===== src/rtl/incdec_pkg.sv =====
package incdec_pkg;
  localparam int unsigned BYTE_W = 8;
  localparam int unsigned NIB_W  = 4;
  localparam int unsigned PAIR_W = 2 * BYTE_W;

  typedef struct packed {
    logic zero;
    logic sub;
    logic half;
  } arith_flags_t;
endpackage


===== src/rtl/incdec_byte_core.sv =====
module incdec_byte_core #(
  parameter int unsigned W   = 8,
  parameter int unsigned NIB = 4
) (
  input  logic [W-1:0]             a_i,
  input  logic                     dec_i,
  output logic [W-1:0]             res_o,
  output incdec_pkg::arith_flags_t flags_o
);
  localparam logic [W-1:0] ONE = {{(W-1){1'b0}}, 1'b1};

  always_comb begin
    res_o         = dec_i ? (a_i - ONE) : (a_i + ONE);
    flags_o.zero  = (res_o == '0);
    flags_o.sub   = dec_i;
    // half-carry read back from the result nibble: 0x0 after inc, all ones after dec
    flags_o.half  = dec_i ? (&res_o[NIB-1:0]) : ~(|res_o[NIB-1:0]);
  end
endmodule


===== src/rtl/incdec_pair_core.sv =====
module incdec_pair_core #(
  parameter int unsigned W = 16
) (
  input  logic [W-1:0] a_i,
  input  logic         dec_i,
  output logic [W-1:0] res_o
);
  localparam logic [W-1:0] ONE = {{(W-1){1'b0}}, 1'b1};

  assign res_o = dec_i ? (a_i - ONE) : (a_i + ONE);
endmodule


===== src/rtl/incdec_flag_unit.sv =====
module incdec_flag_unit
  import incdec_pkg::*;
#(
  parameter int unsigned BW = BYTE_W,
  parameter int unsigned NW = NIB_W,
  localparam int unsigned PW = 2 * BW
) (
  input  logic          clk_i,
  input  logic          rst_ni,
  input  logic          valid_i,
  input  logic          wide_i,
  input  logic          dec_i,
  input  logic [PW-1:0] operand_i,
  input  logic          carry_i,
  output logic [PW-1:0] result_o,
  output logic          zero_o,
  output logic          sub_o,
  output logic          half_o,
  output logic          carry_o
);
  logic [BW-1:0] byte_res;
  logic [PW-1:0] pair_res;
  arith_flags_t  byte_flags;
  arith_flags_t  flags_q;

  incdec_byte_core #(.W(BW), .NIB(NW)) i_byte (
    .a_i     (operand_i[BW-1:0]),
    .dec_i   (dec_i),
    .res_o   (byte_res),
    .flags_o (byte_flags)
  );

  incdec_pair_core #(.W(PW)) i_pair (
    .a_i   (operand_i),
    .dec_i (dec_i),
    .res_o (pair_res)
  );

  always_ff @(posedge clk_i or negedge rst_ni) begin
    if (!rst_ni) begin
      result_o <= '0;
      flags_q  <= '0;
      carry_o  <= 1'b0;
    end else if (valid_i) begin
      carry_o <= carry_i;
      if (wide_i) begin
        result_o <= pair_res;
      end else begin
        result_o <= {{(PW-BW){1'b0}}, byte_res};
        flags_q  <= byte_flags;
      end
    end
  end

  assign zero_o = flags_q.zero;
  assign sub_o  = flags_q.sub;
  assign half_o = flags_q.half;

  assert_zero_R1: assert property (@(posedge clk_i) disable iff (!rst_ni)
    valid_i && !wide_i |=> zero_o == (result_o[BW-1:0] == '0));
  assert_sub_R2: assert property (@(posedge clk_i) disable iff (!rst_ni)
    valid_i && !wide_i |=> sub_o == $past(dec_i));
  assert_half_inc_R3: assert property (@(posedge clk_i) disable iff (!rst_ni)
    valid_i && !wide_i && !dec_i |=> half_o == (result_o[NW-1:0] == '0));
  assert_half_dec_R4: assert property (@(posedge clk_i) disable iff (!rst_ni)
    valid_i && !wide_i && dec_i |=> half_o == (&result_o[NW-1:0]));
  assert_high_clear_R5: assert property (@(posedge clk_i) disable iff (!rst_ni)
    valid_i && !wide_i |=> result_o[PW-1:BW] == '0);
  assert_flags_hold_R7: assert property (@(posedge clk_i) disable iff (!rst_ni)
    valid_i && wide_i |=> $stable({zero_o, sub_o, half_o}));
  assert_carry_copy_R8: assert property (@(posedge clk_i) disable iff (!rst_ni)
    valid_i |=> carry_o == $past(carry_i));
  assert_idle_hold_R9: assert property (@(posedge clk_i) disable iff (!rst_ni)
    !valid_i |=> $stable({result_o, zero_o, sub_o, half_o, carry_o}));
endmodule


===== config.mk =====
export PLATFORM = sky130hd
export DESIGN_NAME = incdec_flag_unit
export DESIGN_NICKNAME = d
export VERILOG_FILES = /design/src/rtl/incdec_pkg.sv /design/src/rtl/incdec_byte_core.sv /design/src/rtl/incdec_pair_core.sv /design/src/rtl/incdec_flag_unit.sv
export SDC_FILE = /design/constraint.sdc
export NUM_CORES = 1
export LEC_CHECK = 0
export BUFFER_PORTS_ARGS = -buffer_cell sky130_fd_sc_hd__buf_2
export CAP_MARGIN = 20
export CORE_ASPECT_RATIO = 1.1
export CORE_MARGIN = 2
export CORE_UTILIZATION = 57
export CTS_CLUSTER_SIZE = 40
export DETAILED_ROUTE_END_ITERATION = 16
export PLACE_DENSITY = 0.85
export SLEW_MARGIN = 20
export SYNTH_ARGS = -nofsm -noshare
export SYNTH_HDL_FRONTEND = slang
export SYNTH_SLANG_ARGS = --single-unit

===== constraint.sdc =====
create_clock -name clk_i -period 2.6 [get_ports clk_i]
set_clock_uncertainty 0.15 [all_clocks]
set_input_delay 0.13 -clock clk_i [delete_from_list [all_inputs] [get_ports clk_i]]
set_output_delay 0.13 -clock clk_i [all_outputs]
set_load 0.03 [all_outputs]

==> run summary, run 1 <==
RUN STATUS
-------------------------------------------------------------------------------------
Result of the run                                                        finished, final reports clean

CRITICAL PATH
-------------------------------------------------------------------------------------
Startpoint kind of the worst setup timing path                           primary input
Reg2reg start                                                            result_o[14]
Type of element capturing the critical path                                 flip-flop
Arrival time of the worst setup path                                          2070 ps
Maximum net fanout on the critical path                                            19
Capture point of the worst reg-to-reg path                               result_o[14]
Critical path start-end classification                                   primary input to flip-flop
Data required time at the worst endpoint                                      2660 ps
Depth of the most critical reg-to-reg path                                          3
Reg-to-reg setup timing slack                                                 1550 ps

PLACEMENT
-------------------------------------------------------------------------------------
Post-Place Setup Slack                                                         305 ps
Detailed-placement wirelength estimate                                        3280 um
Routability congestion estimate                                                 0.920
Count of port buffers added during placement                                       41
Placed Cells                                                                      241
Total placed instance area                                               0.00188 mm^2

GLOBAL ROUTE
-------------------------------------------------------------------------------------
Global-route wire length before repair                                        6960 um
Vias in the first global route                                                   1588
Combined global-route utilization of all metal layers                           26.3%
Antenna violations before repair                                                    0
Leftover overflow at the end of global routing                                      0
Pin count of the biggest net entering global routing                               21

POWER
-------------------------------------------------------------------------------------
Worst IR drop on VDD                                                         0.373 mV
Sequential group share of total power                                           36.7%
Clock share of power                                                            17.4%
Total power                                                                   1.05 mW
Leak pwr                                                                     0.910 nW
NetSw                                                                        0.431 mW
Power share of the combinational group                                          45.9%
Internal Pwr Total                                                           0.622 mW
Power per standard cell area                                              545 mW/mm^2
Sw Share                                                                        40.9%

SYNTH
-------------------------------------------------------------------------------------
Total standard cell area after synthesis                                 0.00165 mm^2
Number of flops mapped to enable cells by yosys                                     0
Synthesized flop and latch total                                                   20
Proportion of synthesized flip-flops having asynchronous set or reset            100%
Mean instance size in the synthesized netlist                               9.67 um^2
Cell taking the most area after synthesis                                sky130_fd_sc_hd__dfrtp_1
Yosys warning total                                                                 0
Fraction of post-synthesis cell area in the top cell type by area               30.3%
Commonest register cell after synthesis                                  sky130_fd_sc_hd__dfrtp_1
Distinct cells, synth                                                              52
Count of mapped cells out of synthesis                                            171
Synthesized netlist net count                                                     210
Register area share after synthesis                                             30.3%
Most area-consuming cells after synthesis                                sky130_fd_sc_hd__dfrtp_1 30%, sky130_fd_sc_hd__ha_1 12%, sky130_fd_sc_hd__mux2_2 5.5%

CLOCK TREE
-------------------------------------------------------------------------------------
Post-cts hold buffer count                                                          2
Post-CTS setup buffers                                                              0
Cells resized by post-CTS repair                                                    0
H-tree depth                                                                        1
CTS tree                                                                          yes
Number of clock sinks seen by CTS                                                  20
Clk slew on worst S/H paths                                                    110 ps
Clock Root Buffer                                                        sky130_fd_sc_hd__clkbuf_4
Clock latency on the worst-skew pair                                           300 ps
Clock buffers created by TritonCTS                                                  3
Deepest clock path buffer count                                                     2

DRT
-------------------------------------------------------------------------------------
DR vias                                                                          1599
Detailed-route DRC error count                                                      0
WL per Instance                                                               16.7 um
DRT antenna net count                                                               0
Total wire length after detailed routing                                      4130 um
Detailed Routing Iterations Pass 1                                                  4
Vias per Instance                                                                6.47
Count of routing violations after the opening detailed-route iteration             66

FLOORPLANNING
-------------------------------------------------------------------------------------
Floorplan die height                                                          60.5 um
Die extent in x                                                               55.3 um
Initial standard-cell utilization of the core                                   60.0%
I/O pin cnt                                                                        42
Row count                                                                          20
Total die area                                                           0.00335 mm^2
Core region area                                                         0.00275 mm^2

JOB
-------------------------------------------------------------------------------------
Max cap viols                                                                       0

HOLD PATH
-------------------------------------------------------------------------------------
Path type of the worst min-delay path                                    primary input to flip-flop
Hold path startpoint                                                     operand_i[0]
Terminating pin of the worst hold path                                    result_o[0]
Worst Hold Depth                                                                    3

STA
-------------------------------------------------------------------------------------
Unrepaired setup endpoints after global routing                                    no
Hold Worst Slack                                                              64.2 ps
Headroom to the max-slew limit                                                  69.4%
Final count of negative-setup-slack endpoints                                       0
Count of final max-slew check failures                                              0
Worst-case setup margin in the final layout                                    588 ps
Final hold violations                                                               0
Final critical-path share of the clock period                                   77.4%
Total negative setup slack                                                       0 ps
Worst-Margin Slew                                                              460 ps
Maximum clock frequency                                                       497 MHz
Final worst path period need                                                  2010 ps

FINISH
-------------------------------------------------------------------------------------
Fillcell total                                                                    220
Post-synthesis to final-layout area growth                                      16.9%
Count of nets after finishing                                                     254
Final Cell Area                                                          0.00193 mm^2
Share of layout cells above drive strength 1                                    30.8%
Fraction of the core area covered by cells at the end of the flow               70.2%
Final cell count without fillers                                                  247
N_diodes                                                                            0

flip-flops by register name, summed over array words and instances (netlist names):
signal and count:
carry_o 1, half_o 1, result_o 16, sub_o 1, zero_o 1
cell type report:
cell class	instances	area (um^2)	share of cell area [%]
clock buffer	4	36.3	1.88
inverter	7	26.3	1.36
multi-input combinational	140	1100	57.1
sequential	20	500	25.9
tap	33	41.3	2.14
timing repair buffer	43	225	11.7
power by group through the flow:
stage          clock, mW  combinational [mW]  sequential (mW)
2_1_floorplan          0               0.238            0.495
3_3_place_gp           0               0.461            0.390
3_5_place_dp           0               0.478            0.393
4_1_cts            0.184               0.481            0.386
5_1_grt            0.197               0.522            0.393
6_report           0.183               0.484            0.386
worst max path at each step:
stage / startpoint / endpoint / slack [ps] / cells past startpoint
floorplan: dec_i / result_o[12] / 820 / 6
global placement: dec_i / result_o[12] / 460 / 7
detailed placement: dec_i / result_o[12] / 300 / 7
CTS: dec_i / result_o[12] / 630 / 7
global route: dec_i / zero_o / 510 / 7
finish: dec_i / zero_o / 590 / 7
routing by layer:
metal  track usage [%]  wire length (um)  vias up
li1                  -                 -      744
met1              30.6              1650      762
met2              50.2              2070       83
met3              3.41               330       10
met4              10.1                77        0
met5                 0                 0        -
critical path, cell delays in order:
cell and delay (ps):
sky130_fd_sc_hd__buf_2 360, sky130_fd_sc_hd__ha_1 370, sky130_fd_sc_hd__a21oi_1 340, sky130_fd_sc_hd__o221ai_1 250, sky130_fd_sc_hd__nor3_2 250, sky130_fd_sc_hd__nand4b_1 130, sky130_fd_sc_hd__o31ai_1 230
kinds of logic (layout without fill, tap and decap cells):
| group | Yosys count | after routing | share of synthesized area, % |
|---|---|---|---|
| multiplexers | 9 | 9 | 6.06 |
| AO/OA/AOI/OAI | 58 | 58 | 26.7 |
| adder cells (fa/ha/maj) | 17 | 17 | 13.3 |
| XOR/XNOR | 10 | 10 | 5.30 |
| AND/OR/NAND/NOR | 46 | 46 | 15.3 |
| flip-flops | 20 | 20 | 30.3 |
| buffers and inverters | 11 | 54 | 3.03 |
placed cells by master, fill, tap and decap left out, types with 5 or more instances in the layout:
master                     n
sky130_fd_sc_hd__xnor2_1   9
sky130_fd_sc_hd__nand2_1  15
sky130_fd_sc_hd__nor2_1    5
sky130_fd_sc_hd__a21oi_1  14
sky130_fd_sc_hd__dfrtp_1  20
sky130_fd_sc_hd__o21ai_0   6
sky130_fd_sc_hd__inv_1     6
sky130_fd_sc_hd__buf_2    41
sky130_fd_sc_hd__ha_1     16
sky130_fd_sc_hd__mux2_2    8
Yosys cell counts (3+ instances only):
cell type	n
sky130_fd_sc_hd__dfrtp_1	20
sky130_fd_sc_hd__ha_1	16
sky130_fd_sc_hd__nand2_1	15
sky130_fd_sc_hd__a21oi_1	14
sky130_fd_sc_hd__xnor2_1	9
sky130_fd_sc_hd__mux2_2	8
sky130_fd_sc_hd__inv_1	6
sky130_fd_sc_hd__o21ai_0	6
sky130_fd_sc_hd__nor2_1	5
sky130_fd_sc_hd__nand2b_1	4
sky130_fd_sc_hd__nand3_1	4
sky130_fd_sc_hd__o221ai_1	4
sky130_fd_sc_hd__a21o_1	3
sky130_fd_sc_hd__a22o_1	3
sky130_fd_sc_hd__and3_1	3
sky130_fd_sc_hd__nor3_1	3
Note: power is estimated with default switching activity, not from simulation.
==> inputs of run 2 (changes only) <==
- CORE_UTILIZATION: 57 -> 48
- PLACE_DENSITY: 0.85 -> 0.76
- clock period: 2.6 -> 1.7 ns (I/O delays scaled with it)
==> run 2 against run 1 <==
Against the previous run:
- non-clock buffer count is 44 higher
- count of clock-buffer cells in the layout fell by 1
- sequential power up 53%
- combinational power up 80%
- largest cell class unchanged
- largest power group unchanged
==> run summary, run 2 (synthesis results as in run 1) <==
STA
-------------------------------------------------------------------------------------
Final count of negative-setup-slack endpoints                                       0
Count of final max-slew check failures                                              0
Worst-Margin Slew                                                              454 ps
Unrepaired setup endpoints after global routing                                    no
Final hold violations                                                               0
Final worst path period need                                                  1610 ps
Final critical-path share of the clock period                                   95.0%
Headroom to the max-slew limit                                                  69.7%
Maximum clock frequency                                                       619 MHz
Hold Worst Slack                                                              72.2 ps

DRT
-------------------------------------------------------------------------------------
DRT antenna net count                                                               0
Vias per Instance                                                                5.57
Count of routing violations after the opening detailed-route iteration             55
Total wire length after detailed routing                                      4180 um
DR vias                                                                          1639
Detailed Routing Iterations Pass 1                                                  4
Detailed-route DRC error count                                                      0
WL per Instance                                                               14.2 um

CLOCK TREE
-------------------------------------------------------------------------------------
Clock buffers created by TritonCTS                                                  3
Post-CTS setup buffers                                                              0
Clk slew on worst S/H paths                                                    130 ps
Clock latency on the worst-skew pair                                           300 ps
H-tree depth                                                                        1
Clock Root Buffer                                                        sky130_fd_sc_hd__clkbuf_4
Number of clock sinks seen by CTS                                                  20
CTS tree                                                                          yes
Deepest clock path buffer count                                                     2

FINISH
-------------------------------------------------------------------------------------
Post-synthesis to final-layout area growth                                      39.1%
Commonest non-fill, non-tap cells in the layout                          45 x sky130_fd_sc_hd__buf_4, 40 x sky130_fd_sc_hd__buf_2, 20 x sky130_fd_sc_hd__dfrtp_1
Number of flip-flops in the largest register                                       16
Count of nets after finishing                                                     298
Fraction of the core area covered by cells at the end of the flow               69.6%
Share of layout cells above drive strength 1                                    43.8%
N_diodes                                                                            0
Leading cell type in the layout, fill and taps excluded                  sky130_fd_sc_hd__buf_4
Register with the most flip-flops                                            result_o

GLOBAL ROUTE
-------------------------------------------------------------------------------------
Combined global-route utilization of all metal layers                           22.6%
Vias in the first global route                                                   1512
Global-route wire length before repair                                        6790 um
Leftover overflow at the end of global routing                                      0
Antenna violations before repair                                                    0
Pin count of the biggest net entering global routing                               21

HOLD PATH
-------------------------------------------------------------------------------------
Path type of the worst min-delay path                                    primary input to flip-flop

CRITICAL PATH
-------------------------------------------------------------------------------------
Most used cell, CP                                                       sky130_fd_sc_hd__buf_4
Data required time at the worst endpoint                                      1800 ps
Critical path start-end classification                                   primary input to flip-flop
Critical-path top delay cell                                             sky130_fd_sc_hd__ha_1
Startpoint kind of the worst setup timing path                           primary input
Arrival time of the worst setup path                                          1720 ps
Maximum net fanout on the critical path                                            13
Type of element capturing the critical path                                 flip-flop
Largest stage delay on the critical path                                       320 ps
List of cells traversed by the critical path                             buf_4 > buf_4 > ha_1 > nand2_1 > buf_4 > o31ai_2 > o221ai_1 > o31a_1 > nand3_1

PLACEMENT
-------------------------------------------------------------------------------------
Count of port buffers added during placement                                       41
Detailed-placement wirelength estimate                                        3290 um
Routability congestion estimate                                                 0.888

FLOORPLANNING
-------------------------------------------------------------------------------------
Total die area                                                           0.00393 mm^2
I/O pin cnt                                                                        42
Floorplan die height                                                          65.5 um
Initial standard-cell utilization of the core                                   50.0%
Core region area                                                         0.00330 mm^2
Die extent in x                                                               60.0 um
Row count                                                                          22

JOB
-------------------------------------------------------------------------------------
Max cap viols                                                                       0

POWER
-------------------------------------------------------------------------------------
Leak pwr                                                                      1.13 nW
Worst IR drop on VDD                                                         0.515 mV
Power per standard cell area                                              810 mW/mm^2

RUN STATUS
-------------------------------------------------------------------------------------
Result of the run                                                        finished, final reports clean

==> run 2: area by class of cell <==
cell class,instances,area [um^2]
sequential,20,500
tap,36,45.0
timing repair buffer,87,558
multi-input combinational,140,1120
fill,254,1000
clock buffer,3,22.5
inverter,7,26.3
clock inverter,1,30.0
==> run 2: power breakdown <==
part	switching [mW]	internal, mW	leakage, nW
Combinational	0.490	0.380	0.853
Clock	0.164	0.238	0.0279
Sequential	0.0377	0.552	0.249
Total	0.692	1.17	1.13
==> run 2: worst paths after layout <==
kind                                   start      endpoint  slack [ps]  cells past startpoint
worst min-delay path                 valid_i   result_o[2]          70                      3
worst min register to register        zero_o        zero_o         340                      2
worst max-delay path                   dec_i  result_o[14]          90                      9
min in group asynchronous             rst_ni   result_o[9]         120                      2
max in group asynchronous             rst_ni        half_o         960                      2
worst max register to register  result_o[14]  result_o[14]         620                      3
==> run 2: what timing repair did <==
item / 4_1_cts / 5_1_grt
resized for setup: 0 / 4
endpoints found under the setup margin: 0 / 7
hold endpoints to repair: 21 / 0
hold buffers: 2 / 0
==> run 2: per-stage QoR <==
stage	instance area, um^2	setup WS (ps)	setup TNS (ps)	instances	power, mW
3_3_place_gp	2220	-265	-2800	288	1.44
5_1_grt	2300	11.4	0	294	1.97
4_1_cts	2290	16.8	0	294	1.86
2_1_floorplan	1660	21.7	0	171	1.12
6_report	2300	85.2	0	294	1.86
3_5_place_dp	2220	-321	-3110	288	1.46
==> run 2: worst max-delay path: cells and delay by family <==
family                     cells  cell delay, ps
AOI/OAI and AO/OA              3             640
and+or+nand+nor                2             180
adders and majority gates      1             320
buffers and inverters          3             480
==> run 2: metal layers <==
metal | GRT usage [%] | vias to the layer above | routed length [um]
li1 | - | 832 | -
met1 | 30.9 | 765 | 1960
met2 | 35.1 | 36 | 1960
met3 | 3.35 | 6 | 195
met4 | 8.89 | 0 | 64
met5 | 0 | - | 0
==> inputs of run 3 (changes only) <==
==> constraint.sdc (replaced) <==
create_clock -name clk_i -period 1.7 [get_ports clk_i]
set_clock_uncertainty 0.15 [all_clocks]
set_input_delay 0.255 -clock clk_i [delete_from_list [all_inputs] [get_ports clk_i]]
set_output_delay 0.255 -clock clk_i [all_outputs]
set_load 0.03 [all_outputs]
==> run 3 against run 2 <==
Against the previous run:
- largest cell class unchanged
- non-clock buffer count is 1 lower
- critical path type unchanged
- sequential power hardly changed
- routed wire length up 33%
- die area stayed put
- via count grew 12%
- register-to-register slack about the same
- utilization rose by 9.6 points
- total power rose by 9.4%
- first-iteration DRC count rose by 33%
- critical endpoint is now result_o[12]
- clock power is 1% lower
- the flow now finishes with violations (setup timing)
==> run summary, run 3 (synthesis results as in run 1) <==
FINISH
-------------------------------------------------------------------------------------
Commonest non-fill, non-tap cells in the layout                          42 x sky130_fd_sc_hd__buf_4, 40 x sky130_fd_sc_hd__buf_2, 20 x sky130_fd_sc_hd__dfrtp_1
Share of layout cells above drive strength 1                                    54.9%
Register with the most flip-flops                                            result_o
Number of flip-flops in the largest register                                       16
Count of nets after finishing                                                     297
Post-synthesis to final-layout area growth                                      58.2%
Fillcell total                                                                    215
Leading cell type in the layout, fill and taps excluded                  sky130_fd_sc_hd__buf_4
N_diodes                                                                            0
Fraction of the core area covered by cells at the end of the flow               79.2%

STA
-------------------------------------------------------------------------------------
Final critical-path share of the clock period                                    109%
Worst-Margin Slew                                                              454 ps
Count of final max-slew check failures                                              0
Headroom to the max-slew limit                                                  69.7%
Worst-case setup margin in the final layout                                   -147 ps
Final hold violations                                                               0
Maximum clock frequency                                                       541 MHz
Unrepaired setup endpoints after global routing                                   yes
Final worst path period need                                                  1850 ps
Final count of negative-setup-slack endpoints                                       5
Hold Worst Slack                                                              19.1 ps

FLOORPLANNING
-------------------------------------------------------------------------------------
Total die area                                                           0.00393 mm^2
Row count                                                                          22
Initial standard-cell utilization of the core                                   50.0%
Floorplan die height                                                          65.5 um
Die extent in x                                                               60.0 um
Core region area                                                         0.00330 mm^2
I/O pin cnt                                                                        42

PLACEMENT
-------------------------------------------------------------------------------------
Count of port buffers added during placement                                       41
Routability congestion estimate                                                 0.910
Detailed-placement wirelength estimate                                        3640 um

CRITICAL PATH
-------------------------------------------------------------------------------------
Type of element capturing the critical path                                 flip-flop
Maximum net fanout on the critical path                                             9
Critical path start-end classification                                   primary input to flip-flop
Startpoint kind of the worst setup timing path                           primary input
Arrival time of the worst setup path                                          1900 ps
Data required time at the worst endpoint                                      1750 ps

RUN STATUS
-------------------------------------------------------------------------------------
Failing checks                                                           setup timing
Result of the run                                                        complete, but fails checks

CLOCK TREE
-------------------------------------------------------------------------------------
CTS tree                                                                          yes
Clock latency on the worst-skew pair                                           300 ps
H-tree depth                                                                        1
Deepest clock path buffer count                                                     2
Number of clock sinks seen by CTS                                                  20
Clock Root Buffer                                                        sky130_fd_sc_hd__clkbuf_4
Clk slew on worst S/H paths                                                    120 ps
Clock buffers created by TritonCTS                                                  3

POWER
-------------------------------------------------------------------------------------
Worst IR drop on VDD                                                         0.389 mV
Leak pwr                                                                      1.17 nW
Internal Pwr Total                                                            1.25 mW
Sequential group share of total power                                           29.0%
Sw Share                                                                        38.7%
Total power                                                                   2.04 mW
Power share of the combinational group                                          51.5%
Clock share of power                                                            19.5%
Power per standard cell area                                              779 mW/mm^2
NetSw                                                                        0.789 mW

DRT
-------------------------------------------------------------------------------------
DR vias                                                                          1829
Count of routing violations after the opening detailed-route iteration             73
Detailed-route DRC error count                                                      0
Total wire length after detailed routing                                      5570 um
Detailed Routing Iterations Pass 1                                                  4
WL per Instance                                                               19.0 um
DRT antenna net count                                                               0
Vias per Instance                                                                6.24

GLOBAL ROUTE
-------------------------------------------------------------------------------------
Layer with the highest usage                                                     met2
Met2 global-route usage                                                         43.1%
GRT met1 Usage                                                                  35.3%
Global-route wire length before repair                                        7960 um
Pin count of the biggest net entering global routing                               21
Vias in the first global route                                                   1721
Leftover overflow at the end of global routing                                      0
Antenna violations before repair                                                    0
Combined global-route utilization of all metal layers                           26.3%
Global routing met3 resource utilization                                        2.56%

HOLD PATH
-------------------------------------------------------------------------------------
Path type of the worst min-delay path                                    primary input to flip-flop

JOB
-------------------------------------------------------------------------------------
Max cap viols                                                                       0

[run 3: cell count changes in the layout (fill, tap and decap cells not counted), moves of 3 or more]
| cell | previous run | this run |
|---|---|---|
| sky130_fd_sc_hd__a21oi_4 | 0 | 4 |
| sky130_fd_sc_hd__o21ai_0 | 5 | 2 |
| sky130_fd_sc_hd__ha_1 | 16 | 4 |
| sky130_fd_sc_hd__nand2_2 | 0 | 4 |
| sky130_fd_sc_hd__a21oi_1 | 14 | 10 |
| sky130_fd_sc_hd__ha_4 | 0 | 12 |
| sky130_fd_sc_hd__nand2_1 | 15 | 11 |
| sky130_fd_sc_hd__buf_4 | 45 | 42 |
[run 3: repair_timing]
action	in CTS	in global routing
endpoints found under the hold margin	20	0
pin swaps	12	7
resized for setup	18	19
setup endpoints to repair	11	11
hold buffers	1	0
setup buffers	2	2
[run 3: power by group through the flow]
stage          Sequential, mW  Clock (mW)  Combinational, mW
2_1_floorplan           0.756           0              0.399
3_3_place_gp            0.597           0              0.869
3_5_place_dp            0.600           0              0.896
4_1_cts                 0.590       0.399              0.956
5_1_grt                 0.599       0.424               1.11
6_report                0.591       0.397               1.05
[run 3: worst max-delay path, stage by stage]
cell and delay (ps):
sky130_fd_sc_hd__buf_8 100, sky130_fd_sc_hd__buf_6 160, sky130_fd_sc_hd__ha_1 350, sky130_fd_sc_hd__a21oi_1 250, sky130_fd_sc_hd__o21ai_2 130, sky130_fd_sc_hd__a311oi_2 300
sky130_fd_sc_hd__mux2i_1 260, sky130_fd_sc_hd__nand2_1 80
[run 3: per-layer routing]
layer	routed length, um	share of wire [%]
met3	253	4.5
met1	2420	44
met4	185	3.3
met2	2700	49
met5	0	0
[run 3: final timing paths]
check,from,slack (ps),endpoint,depth (start not counted)
worst max-delay path,dec_i,-150,result_o[12],8
worst min-delay path,carry_i,20,carry_o,2
worst max register to register,result_o[14],630,result_o[14],3
worst min register to register,result_o[6],360,result_o[6],2
max in group asynchronous,rst_ni,830,sub_o,2
min in group asynchronous,rst_ni,260,result_o[10],2
[run 3: through the flow]
stage	TNS (ps)	instance area, um^2	setup slack (ps)	instances
final	-308	2620	-147	293
after global routing	-652	2620	-200	293
after CTS	-34.7	2490	-18.6	291
after detailed placement	-5480	2310	-491	284
after global placement	-4740	2310	-407	284
after floorplan	-188	1770	-82.7	171
[run 3: final cells by class]
type / count / area, um^2 / share of cell area (%)
multi-input cells: 140 / 1420 / 54.3
well taps: 36 / 45.0 / 1.72
clock buffers: 3 / 22.5 / 0.861
repair buffers: 86 / 572 / 21.9
flip-flops and latches: 20 / 500 / 19.1
clock inverters: 1 / 30.0 / 1.15
inverters: 7 / 26.3 / 1.00
